**src/rtl/lin_mon_pkg.sv**
```systemverilog
package lin_mon_pkg;
  localparam int FLAG_W   = 7;
  localparam int F_BITERR = 0;
  localparam int F_BUSERR = 1;
  localparam int F_TMOUT  = 2;
  localparam int F_OVRUN  = 3;
  localparam int F_RXBUSY = 4;
  localparam int F_DONE   = 5;
  localparam int F_WAKE   = 6;
  // flags cleared by write-one; receiver busy follows the line state instead
  localparam logic [FLAG_W-1:0] W1C_MASK = 7'b110_1111;
  localparam logic [FLAG_W-1:0] RST_MASK = 7'b100_0111;
endpackage

```
**src/rtl/lin_echo_chk.sv**
```systemverilog
module lin_echo_chk (
  input  logic clk,
  input  logic rst_n,
  input  logic bit_tick,
  input  logic tx_bit,
  input  logic rx_bit,
  input  logic fast_chk,
  input  logic byte_tx_start,
  input  logic byte_tx_done,
  output logic berr_set
);
  logic busy, acc, mism;

  assign mism = bit_tick & busy & (tx_bit ^ rx_bit);

  always_ff @(posedge clk or negedge rst_n) begin
    if (!rst_n) begin
      busy <= 1'b0;
      acc  <= 1'b0;
    end else begin
      if (byte_tx_start) begin
        busy <= 1'b1;
        acc  <= 1'b0;
      end else if (byte_tx_done) begin
        busy <= 1'b0;
        acc  <= 1'b0;
      end else if (mism) begin
        acc  <= 1'b1;
      end
    end
  end

  assign berr_set = fast_chk ? mism : (byte_tx_done & busy & (acc | mism));
endmodule

```
**src/rtl/lin_stuck_det.sv**
```systemverilog
module lin_stuck_det #(
  parameter int LIMIT = 31
) (
  input  logic clk,
  input  logic rst_n,
  input  logic bit_tick,
  input  logic rx_bit,
  input  logic byte_tx_start,
  input  logic byte_tx_done,
  output logic stuck_set
);
  localparam int CW = $clog2(LIMIT + 1);
  localparam logic [CW-1:0] LAST = CW'(LIMIT - 1);

  logic          armed, prev;
  logic [CW-1:0] run;
  logic          same;

  assign same      = (rx_bit == prev);
  assign stuck_set = armed & bit_tick & same & (run == LAST);

  always_ff @(posedge clk or negedge rst_n) begin
    if (!rst_n) begin
      armed <= 1'b0;
      prev  <= 1'b0;
      run   <= '0;
    end else if (byte_tx_start) begin
      armed <= 1'b1;
      prev  <= rx_bit;
      run   <= '0;
    end else if (byte_tx_done || stuck_set) begin
      armed <= 1'b0;
      run   <= '0;
    end else if (armed && bit_tick) begin
      if (!same) begin
        prev <= rx_bit;
        run  <= '0;
      end else begin
        run  <= run + 1'b1;
      end
    end
  end
endmodule

```
**src/rtl/lin_frame_timer.sv**
```systemverilog
module lin_frame_timer #(
  parameter int ND_W  = 4,
  parameter int CNT_W = 12
) (
  input  logic            clk,
  input  logic            rst_n,
  input  logic            bit_tick,
  input  logic            frame_start,
  input  logic            frame_done,
  input  logic [ND_W-1:0] ndata,
  output logic            tmo_set
);
  logic             active;
  logic [CNT_W-1:0] tenths, nxt, limit;

  // limit in tenths of a bit time: 14 * (10*N + 44)
  assign limit = CNT_W'(14) * (CNT_W'(10) * CNT_W'(ndata) + CNT_W'(44));
  assign nxt   = tenths + CNT_W'(10);
  assign tmo_set = active & bit_tick & ~frame_done & ~frame_start & (nxt >= limit);

  always_ff @(posedge clk or negedge rst_n) begin
    if (!rst_n) begin
      active <= 1'b0;
      tenths <= '0;
    end else if (frame_start) begin
      active <= 1'b1;
      tenths <= '0;
    end else if (frame_done || tmo_set) begin
      active <= 1'b0;
    end else if (active && bit_tick) begin
      tenths <= nxt;
    end
  end
endmodule

```
**src/rtl/lin_err_monitor.sv**
```systemverilog
module lin_err_monitor
  import lin_mon_pkg::*;
#(
  parameter int STUCK_LIMIT = 31,
  parameter int ND_W        = 4,
  parameter int CNT_W       = 12
) (
  input  logic              clk,
  input  logic              rst_n,
  input  logic              bit_tick,
  input  logic              tx_bit,
  input  logic              rx_bit,
  input  logic              fast_chk,
  input  logic              dbg_en,
  input  logic              byte_tx_start,
  input  logic              byte_tx_done,
  input  logic              rx_byte_done,
  input  logic              rx_expected,
  input  logic              rx_is_wake,
  input  logic              rx_start_low,
  input  logic              rx_idle,
  input  logic              wake_det,
  input  logic              frame_start,
  input  logic              frame_done,
  input  logic [ND_W-1:0]   ndata,
  input  logic              rd_data,
  input  logic              wr_en,
  input  logic [FLAG_W-1:0] wr_data,
  output logic [FLAG_W-1:0] flags,
  output logic              fsm_rst
);
  logic echo_err, stuck_err, tmo_err, stray_err, ovr_err;
  logic unread;
  logic [FLAG_W-1:0] set_v, clr_v;

  lin_echo_chk u_echo (
    .clk(clk), .rst_n(rst_n), .bit_tick(bit_tick), .tx_bit(tx_bit),
    .rx_bit(rx_bit), .fast_chk(fast_chk), .byte_tx_start(byte_tx_start),
    .byte_tx_done(byte_tx_done), .berr_set(echo_err)
  );

  lin_stuck_det #(.LIMIT(STUCK_LIMIT)) u_stuck (
    .clk(clk), .rst_n(rst_n), .bit_tick(bit_tick), .rx_bit(rx_bit),
    .byte_tx_start(byte_tx_start), .byte_tx_done(byte_tx_done),
    .stuck_set(stuck_err)
  );

  lin_frame_timer #(.ND_W(ND_W), .CNT_W(CNT_W)) u_timer (
    .clk(clk), .rst_n(rst_n), .bit_tick(bit_tick), .frame_start(frame_start),
    .frame_done(frame_done), .ndata(ndata), .tmo_set(tmo_err)
  );

  assign stray_err = rx_byte_done & ~rx_expected & ~rx_is_wake;
  assign ovr_err   = rx_byte_done & rx_expected & unread & ~rd_data;

  always_comb begin
    set_v           = '0;
    set_v[F_BITERR] = echo_err | stray_err;
    set_v[F_BUSERR] = stuck_err;
    set_v[F_TMOUT]  = tmo_err;
    set_v[F_OVRUN]  = ovr_err;
    set_v[F_DONE]   = frame_done;
    set_v[F_WAKE]   = wake_det;
    clr_v           = wr_en ? (wr_data & W1C_MASK) : '0;
  end

  always_ff @(posedge clk or negedge rst_n) begin
    if (!rst_n) begin
      flags   <= '0;
      fsm_rst <= 1'b0;
      unread  <= 1'b0;
    end else begin
      flags <= ((flags & ~clr_v) | set_v) & W1C_MASK;
      if (rx_start_low)      flags[F_RXBUSY] <= 1'b1;
      else if (rx_idle)      flags[F_RXBUSY] <= 1'b0;
      else                   flags[F_RXBUSY] <= flags[F_RXBUSY];
      fsm_rst <= (set_v[F_BITERR] & ~dbg_en) | stuck_err | tmo_err | wake_det;
      if (rx_byte_done && rx_expected) unread <= 1'b1;
      else if (rd_data)                unread <= 1'b0;
    end
  end
endmodule

```
**config.mk**
```make
export PLATFORM = sky130hd
export DESIGN_NAME = lin_err_monitor
export DESIGN_NICKNAME = d
export VERILOG_FILES = /design/src/rtl/lin_mon_pkg.sv /design/src/rtl/lin_echo_chk.sv /design/src/rtl/lin_stuck_det.sv /design/src/rtl/lin_frame_timer.sv /design/src/rtl/lin_err_monitor.sv
export SDC_FILE = /design/constraint.sdc
export NUM_CORES = 1
export LEC_CHECK = 0
export ABC_AREA = 1
export BUFFER_PORTS_ARGS = -buffer_cell sky130_fd_sc_hd__buf_2
export CAP_MARGIN = 20
export CORE_MARGIN = 4
export CORE_UTILIZATION = 40
export CTS_CLUSTER_SIZE = 24
export DETAILED_ROUTE_END_ITERATION = 8
export GPL_TIMING_DRIVEN = 0
export PLACE_DENSITY_LB_ADDON = 0.25
export SETUP_SLACK_MARGIN = 0.02
export SLEW_MARGIN = 20
export SYNTH_ARGS = -nofsm -noshare
export SYNTH_HDL_FRONTEND = slang
export SYNTH_HIERARCHICAL = 1
export SYNTH_SLANG_ARGS = --single-unit
```
**constraint.sdc**
```tcl
create_clock -name clk -period 3.5 [get_ports clk]
set_clock_uncertainty 0.15 [all_clocks]
set_input_delay 0.35 -clock clk [delete_from_list [all_inputs] [get_ports clk]]
set_output_delay 0.35 -clock clk [all_outputs]
set_load 0.005 [all_outputs]
```
==> results of run 1 <==
cell families (layout without fill, tap and decap cells):
| kind of cell | after synthesis | after routing |
|---|---|---|
| and+or+nand+nor | 176 | 176 |
| AOI/OAI and AO/OA | 28 | 28 |
| xor gates and xnor gates | 22 | 22 |
| buffers and inverters | 66 | 128 |
| DFF | 30 | 30 |
| adders and majority gates | 32 | 32 |
placed cells by master, fill, tap and decap left out, types with 3 or more instances in the layout:
cell type  netlist  routed
buf_6            0       4
a21oi_1          9       6
ha_1            27      18
nand2_1         99      92
nand4_1          6       6
nor2_2           6       5
nand2_2          5      11
dfrtp_1         30      30
nand3_2          4      16
fa_1             5       4
xor2_1          11       9
clkbuf_8         0       6
nand3_1         37      25
buf_2            1      34
a21o_1           5       5
o21ai_0          6       5
nor2_1          13      12
buf_4            1      16
ha_4             0       8
xnor2_1          6       6
nor2_4           1       3
inv_2            6      11
inv_1           56      50
layout make-up:
cell class	count	area [um^2]
fillers	590	2860
multi-input cells	258	1940
flip-flops and latches	30	751
repair buffers	55	358
inverters	63	239
well taps	77	96.3
clock buffers	6	82.6
clock inverters	1	30.0
plain buffers	3	26.3
Yosys cell counts:
cell      count  share of area [%]
nand3_1      37                7.0
a31oi_1       2               0.47
ha_1         27                 13
fa_1          5                3.8
xor2_1       11                3.7
o21ai_2       1               0.33
xnor2_2       3                1.9
buf_4         1               0.29
nand4_1       6                1.4
o21ai_1       1               0.19
nand3_2       4                1.5
a21oi_2       1               0.33
or2_0         1               0.24
nor2_4        1               0.43
xnor2_1       6                2.0
nor2_1       13                1.9
a21o_1        5                1.4
or2_1         1               0.24
nor3_1        2               0.38
nand3b_1      1               0.29
xor2_2        2                1.2
clkbuf_1      1               0.14
nand2_1      99                 14
inv_2         6               0.85
o21bai_1      3               0.85
buf_2         1               0.19
o21ai_0       6                1.1
dfrtp_1      30                 28
inv_1        56                8.0
a21oi_1       9                1.7
nor2_2        6                1.4
nand2_2       5                1.2
clkinv_1      1               0.14
layer usage:
layer	part of all wire [%]	global-route usage, %	up-vias
met5	0	0	-
met4	1.5	4.87	0
met3	4.2	3.59	8
met2	49	27.0	38
met1	46	19.6	1064
li1	-	-	1238
power groups by stage:
stage	logic [W]	registers (W)	clock network (W)
6_report	0.00114	0.000372	0.000358
4_1_cts	0.00101	0.000372	0.000368
5_1_grt	0.00129	0.000374	0.000376
3_3_place_gp	0.000867	0.000378	0
3_5_place_dp	0.000884	0.000378	0
2_1_floorplan	0.000721	0.000378	0
through the flow:
stage | instance area [um^2] | TNS (ns) | utilization, % | power (W) | setup WS (ns)
global route | 3520 | -13.84 | 55.2 | 0.00204 | -1.03
detailed placement | 3080 | -18.13 | 48.2 | 0.00126 | -1.34
CTS | 3390 | -11.46 | 53.0 | 0.00175 | -0.865
finish | 3520 | -10.99 | 55.2 | 0.00187 | -0.817
floorplan | 2800 | -9.99 | - | 0.00110 | -0.752
global placement | 3080 | -16.58 | 48.2 | 0.00124 | -1.23
repair_timing:
item	4_1_cts	5_1_grt
hold endpoints to repair	25	0
hold buffers	1	0
setup buffers	11	6
setup endpoints to repair	14	14
resized for setup	22	17
pin swaps	19	25
cloned	1	0
final timing paths:
check                                            endpoint  slack (ns)
min reg2reg                            flags[5]$_DFF_PN0_        0.32
min in group asynchronous  u_timer/tenths[11]$_DFFE_PN0P_        0.49
max in group asynchronous       u_stuck/armed$_DFFE_PN0P_        2.25
max                         u_timer/tenths[1]$_DFFE_PN0P_       -0.82
min                                  flags[4]$_DFFE_PN0P_        0.09
max reg2reg                 u_timer/tenths[2]$_DFFE_PN0P_        0.93
==> impl_results.md, run 1 <==
- Post-route ant nets: 0
- Register area share after synthesis: 28.5%
- Crit path from: ndata[3]
- Routed vias: 2,348
- Final setup violating endpoints: 14
- Hold path depth: 2
- Syn_nets: 416
- Mux contribution to synthesized area: 0%
- RSZ-0062 raised after global routing: yes
- Sw frac: 40.6%
- Initial DRC count: 97
- CTS H-tree depth: 2
- Largest net degree at the start of global routing: 31
- Fmax: 232 MHz
- Worst path most repeated cell: ha_4
- Peak fanout along the critical path: 5
- CP top delay family: adder cells
- Max Slew Vio Count: 0
- Hold Crit Start: rx_idle
- Cell row count: 29
- Drt total wl: 5.83 mm
- Total gr overflow: 0
- # IOs: 38
- Worst R2R Path Depth: 14
- Cell area power density: 531 nW/um^2
- Tmin final: 4.32 ns
- Startpoint type of the worst setup path: primary input
- Routed vias/inst: 4.76
- WP depth: 25
- Max FFs per register: 11
- Die W: 89.2 um
- First-pass DRT Iterations: 4
- XOR/XNOR share of the synthesized area: 8.74%
- Failing checks: negative setup slack
- Height of the die: 89.2 um
- Number of global-route vias before repair: 2,295
- Clk sink count: 30
- Synth Register Bits: 30
- Min setup slack post-route: -0.817 ns
- Mapped Avg Cell Area: 7.44 um^2
- Initial antenna violation count: 0
- Worst path buffer plus inverter count: 7
- Num CTS Buffers: 5
- VDD IR max: 0.000283 V
- Post-Syn Instances: 354
- Placed Instances: 467
- P_sw: 0.000759 W
- CTS tree: done
- Synthesis Warnings: 6
- Root buffer cell: clkbuf_8
- Period utilization: 123%
- Core Area: 6390 um^2
- Layout Nets: 478
- Maxcap violations: 0
- Clock share of power: 19.1%
- Relative slew margins: 54.3%
- Combinational share of power: 60.9%
- Final std cells w/o fill: 493
- Worst EP required: 3.57 ns
- FF-to-FF Start: u_timer/tenths[1]$_DFFE_PN0P_
- Hold/Removal Path Class: in -> reg
- Post-synthesis compound-gate area fraction: 6.46%
- Sequential cell fraction of total power: 19.9%
- Least-Margin Pin Slew: 0.686 ns
- Lkg Pwr: 1.86 nW
- Drt wl/cell: 11.8 um
- Post-synthesis simple-gate area fraction: 30.1%
- Int Pwr: 0.00111 W
- Gpl congestion: 0.753
- Residual DRC: 0
- Gr usage total: 15.7%
- Status: complete, but fails checks
- Full die area: 7950 um^2
- Synth Area in Adders: 16.6%
- Initial Utilization: 41.3%
- First-pass GRT wire length: 9.84 mm
- DP HPWL: 4.29 mm
- Arrival time worst endpoint: 4.38 ns
- CP peak stage delay: 0.59 ns
- Area grow syn2layout: 33.7%
- Post-Syn Area: 2640 um^2
- Layout cells sized above 1: 32.9%
- Clk Latency, worst-skew pair: 0.28 ns
- # port buffers: 36
- Longest Clk Path Bufs: 2
- Largest family of logic cells by synthesized area: simple AND/OR/NAND/NOR gates
- Most flop-heavy register: u_timer/tenths
- Yosys cell types: 33
- Fin Hold WS: 0.0892 ns
- Crit-path slowest cell: fa_2
- Crit path kind: in -> reg
- Antenna diodes: 0
- Hold Fails Final Rpt: 0
- CTS clock-pin slew for the worst setup and hold paths: 0.07 ns
- Biggest regs: u_timer/tenths: 11 flops, flags: 7 flops, u_stuck/run: 5 flops
- Crit. End Element: flip-flop
Note: power is estimated with default switching activity, not from simulation.
==> run 2, diff against run 1 <==
Settings changed: ABC_AREA 1 to not set, CORE_MARGIN 4 to 5.
==> run 2 against run 1 <==
Compared with the run above: the flow still finishes with violations (negative setup slack); sequential power about the same; setup slack worse by 0.75 ns; cell count down 19%; largest cell class unchanged; largest power group unchanged.
==> impl_results.md, run 2 <==
- Fmax: 197 MHz
- Hold Fails Final Rpt: 0
- Longest Clk Path Bufs: 2
- Peak fanout along the critical path: 7
- EDFF count, synth: 0
- Min setup slack post-route: -1.57 ns
- Fin Hold WS: 0.0922 ns
- Top-area cell type share of the netlist area: 31.1%
- # port buffers: 36
- Clk sink count: 30
- Full die area: 7690 um^2
- Status: complete, but fails checks
- P_sw: 0.000643 W
- Core Area: 5890 um^2
- Drt wl/cell: 12.9 um
- Mapped Avg Cell Area: 9.05 um^2
- Most common cell after layout, fill and taps aside: buf_2
- Hold Crit Start: rx_start_low
- Crit. End Element: flip-flop
- Sw frac: 37.7%
- Height of the die: 87.7 um
- FF/Latch Area: 751 um^2
- FILL cells: 523
- Syn_nets: 329
- CTS H-tree depth: 2
- Layout Nets: 387
- CTS tree: done
- VDD IR max: 0.000383 V
- Synth top cells by count: dfrtp_1 (30), ha_1 (27), inv_1 (26), xnor2_1 (20), nand2_1 (19)
- Total gr overflow: 0
- Final setup TNS: -19.62 ns
- Gpl congestion: 0.795
- Gr usage total: 14.4%
- Initial antenna violation count: 0
- Biggest regs: u_timer/tenths: 11 flops, flags: 7 flops, u_stuck/run: 5 flops
- Post-Syn Instances: 267
- Hold path depth: 2
- Drt total wl: 5.16 mm
- Initial DRC count: 115
- Failing checks: negative setup slack
- CTS clock-pin slew for the worst setup and hold paths: 0.07 ns
- Yosys top cell by area: dfrtp_1
- Number of global-route vias before repair: 2,001
- Synthesis Warnings: 6
- Hold/Removal Path Class: in -> reg
- Least-Margin Pin Slew: 0.668 ns
- Clock share of power: 20.9%
- Max Slew Vio Count: 0
- Lkg Pwr: 1.48 nW
- Startpoint type of the worst setup path: primary input
- RSZ-0062 raised after global routing: yes
- Relative slew margins: 55.2%
- Routed vias/inst: 5.17
- Most frequent cell after synthesis: dfrtp_1
- Residual DRC: 0
- Root buffer cell: clkbuf_8
- DP HPWL: 3.70 mm
- Combinational share of power: 57.3%
- Die W: 87.7 um
- Clk Latency, worst-skew pair: 0.28 ns
- Final setup violating endpoints: 14
- Arrival time worst endpoint: 5.12 ns
- Cell row count: 28
- Antenna diodes: 0
- Worst R2R Path Depth: 13
- Ys async rst share: 100%
- Multi-input gate area: 1790 um^2
- Cell area power density: 530 nW/um^2
- # IOs: 38
- Largest net degree at the start of global routing: 31
- Area grow syn2layout: 33.4%
- Most frequent cells in the layout: buf_2 (34), dfrtp_1 (30), ha_1 (21)
- Post-route ant nets: 0
- Layout cells sized above 1: 34.2%
- Synth Register Bits: 30
- Post-Syn Area: 2420 um^2
- Primary FF master, synth: dfrtp_1
- Most flop-heavy register: u_timer/tenths
- Crit path kind: in -> reg
- Num CTS Buffers: 5
- Yosys cell types: 46
- First-pass GRT wire length: 8.85 mm
- Initial Utilization: 41.1%
- Tmin final: 5.07 ns
- Period utilization: 145%
- Worst EP required: 3.55 ns
- FF-to-FF Start: u_timer/tenths[1]$_DFFE_PN0P_
- Register area share after synthesis: 31.1%
- Largest cells by area after synthesis: dfrtp_1 (31%), ha_1 (14%), xnor2_1 (7.3%), fa_1 (4.1%), inv_1 (4.0%)
- First-pass DRT Iterations: 4
- Routed vias: 2,068
- Sequential cell fraction of total power: 21.8%
- Crit path from: ndata[1]
- Int Pwr: 0.00106 W
- Maxcap violations: 0
- Max FFs per register: 11
## run 2: layout make-up
class                      instances  share of cell area, %
buffer                             2                  0.466
timing repair buffer              52                   11.2
multi-input combinational        208                   55.6
sequential                        30                   23.3
clock inverter                     1                  0.932
clock buffer                       6                   2.56
inverter                          26                   3.11
tap                               75                   2.91
## run 2: final timing paths
path / to / slack, ns
max in group asynchronous: u_stuck/armed$_DFFE_PN0P_ / 2.28
min reg2reg: flags[1]$_DFF_PN0_ / 0.32
min: flags[4]$_DFFE_PN0P_ / 0.09
min in group asynchronous: flags[5]$_DFF_PN0_ / 0.48
max reg2reg: u_timer/tenths[5]$_DFFE_PN0P_ / -0.22
max: u_timer/tenths[5]$_DFFE_PN0P_ / -1.57
## run 2: cell families after synthesis
group                      synth area share [%]
muxes                                     0.880
xor gates and xnor gates                   9.79
adders and majority gates                  18.1
buffers and inverters                      4.87
DFF                                        31.1
and+or+nand+nor                            18.1
AOI/OAI and AO/OA                          17.1
## run 2: metrics by stage
stage          utilization, %  instances  instance area [um^2]  power [W]  setup slack, ns
2_1_floorplan               -        267                  2520    0.00101            -1.51
3_3_place_gp             47.6        378                  2800    0.00115            -1.98
3_5_place_dp             47.6        378                  2800    0.00116            -2.02
4_1_cts                  53.4        398                  3150    0.00164            -1.56
5_1_grt                  54.8        400                  3220    0.00185            -1.75
6_report                 54.8        400                  3220    0.00171            -1.57
## run 2: timing repair
action	in CTS	in global routing
endpoints found under the setup margin	14	14
cloned	1	0
resized for setup	29	15
setup buffers	11	3
hold buffers	1	0
pin swaps	24	19
hold endpoints to repair	30	0
## run 2: routing by layer
metal	global-route usage [%]	vias up	wire (um)	share of wire [%]
met5	0	-	0	0
met4	2.93	0	46	0.89
met3	3.39	6	237	4.6
met2	25.4	39	2610	51
met1	18.0	972	2270	44
li1	-	1051	-	-
## run 2: power groups by stage
stage          clock (W)  sequential, W  combinational, W
6_report        0.000357       0.000372          0.000978
2_1_floorplan          0       0.000377          0.000633
4_1_cts         0.000368       0.000371          0.000897
5_1_grt         0.000385       0.000374           0.00109
3_5_place_dp           0       0.000378          0.000785
3_3_place_gp           0       0.000377          0.000771
## run 2: worst max-delay path: stages
cell	delay, ns
buf_8	0.10
ha_4	0.26
ha_4	0.12
inv_2	0.03
fa_2	0.63
xnor2_2	0.14
inv_2	0.06
fa_1	0.52
inv_2	0.05
ha_4	0.21
nor2b_4	0.13
o31a_1	0.26
o41ai_2	0.30
xnor2_1	0.10
ha_1	0.33
nand4_1	0.18
a211oi_2	0.09
or4_4	0.52
buf_6	0.15
buf_6	0.12
or3_4	0.33
a21oi_2	0.12
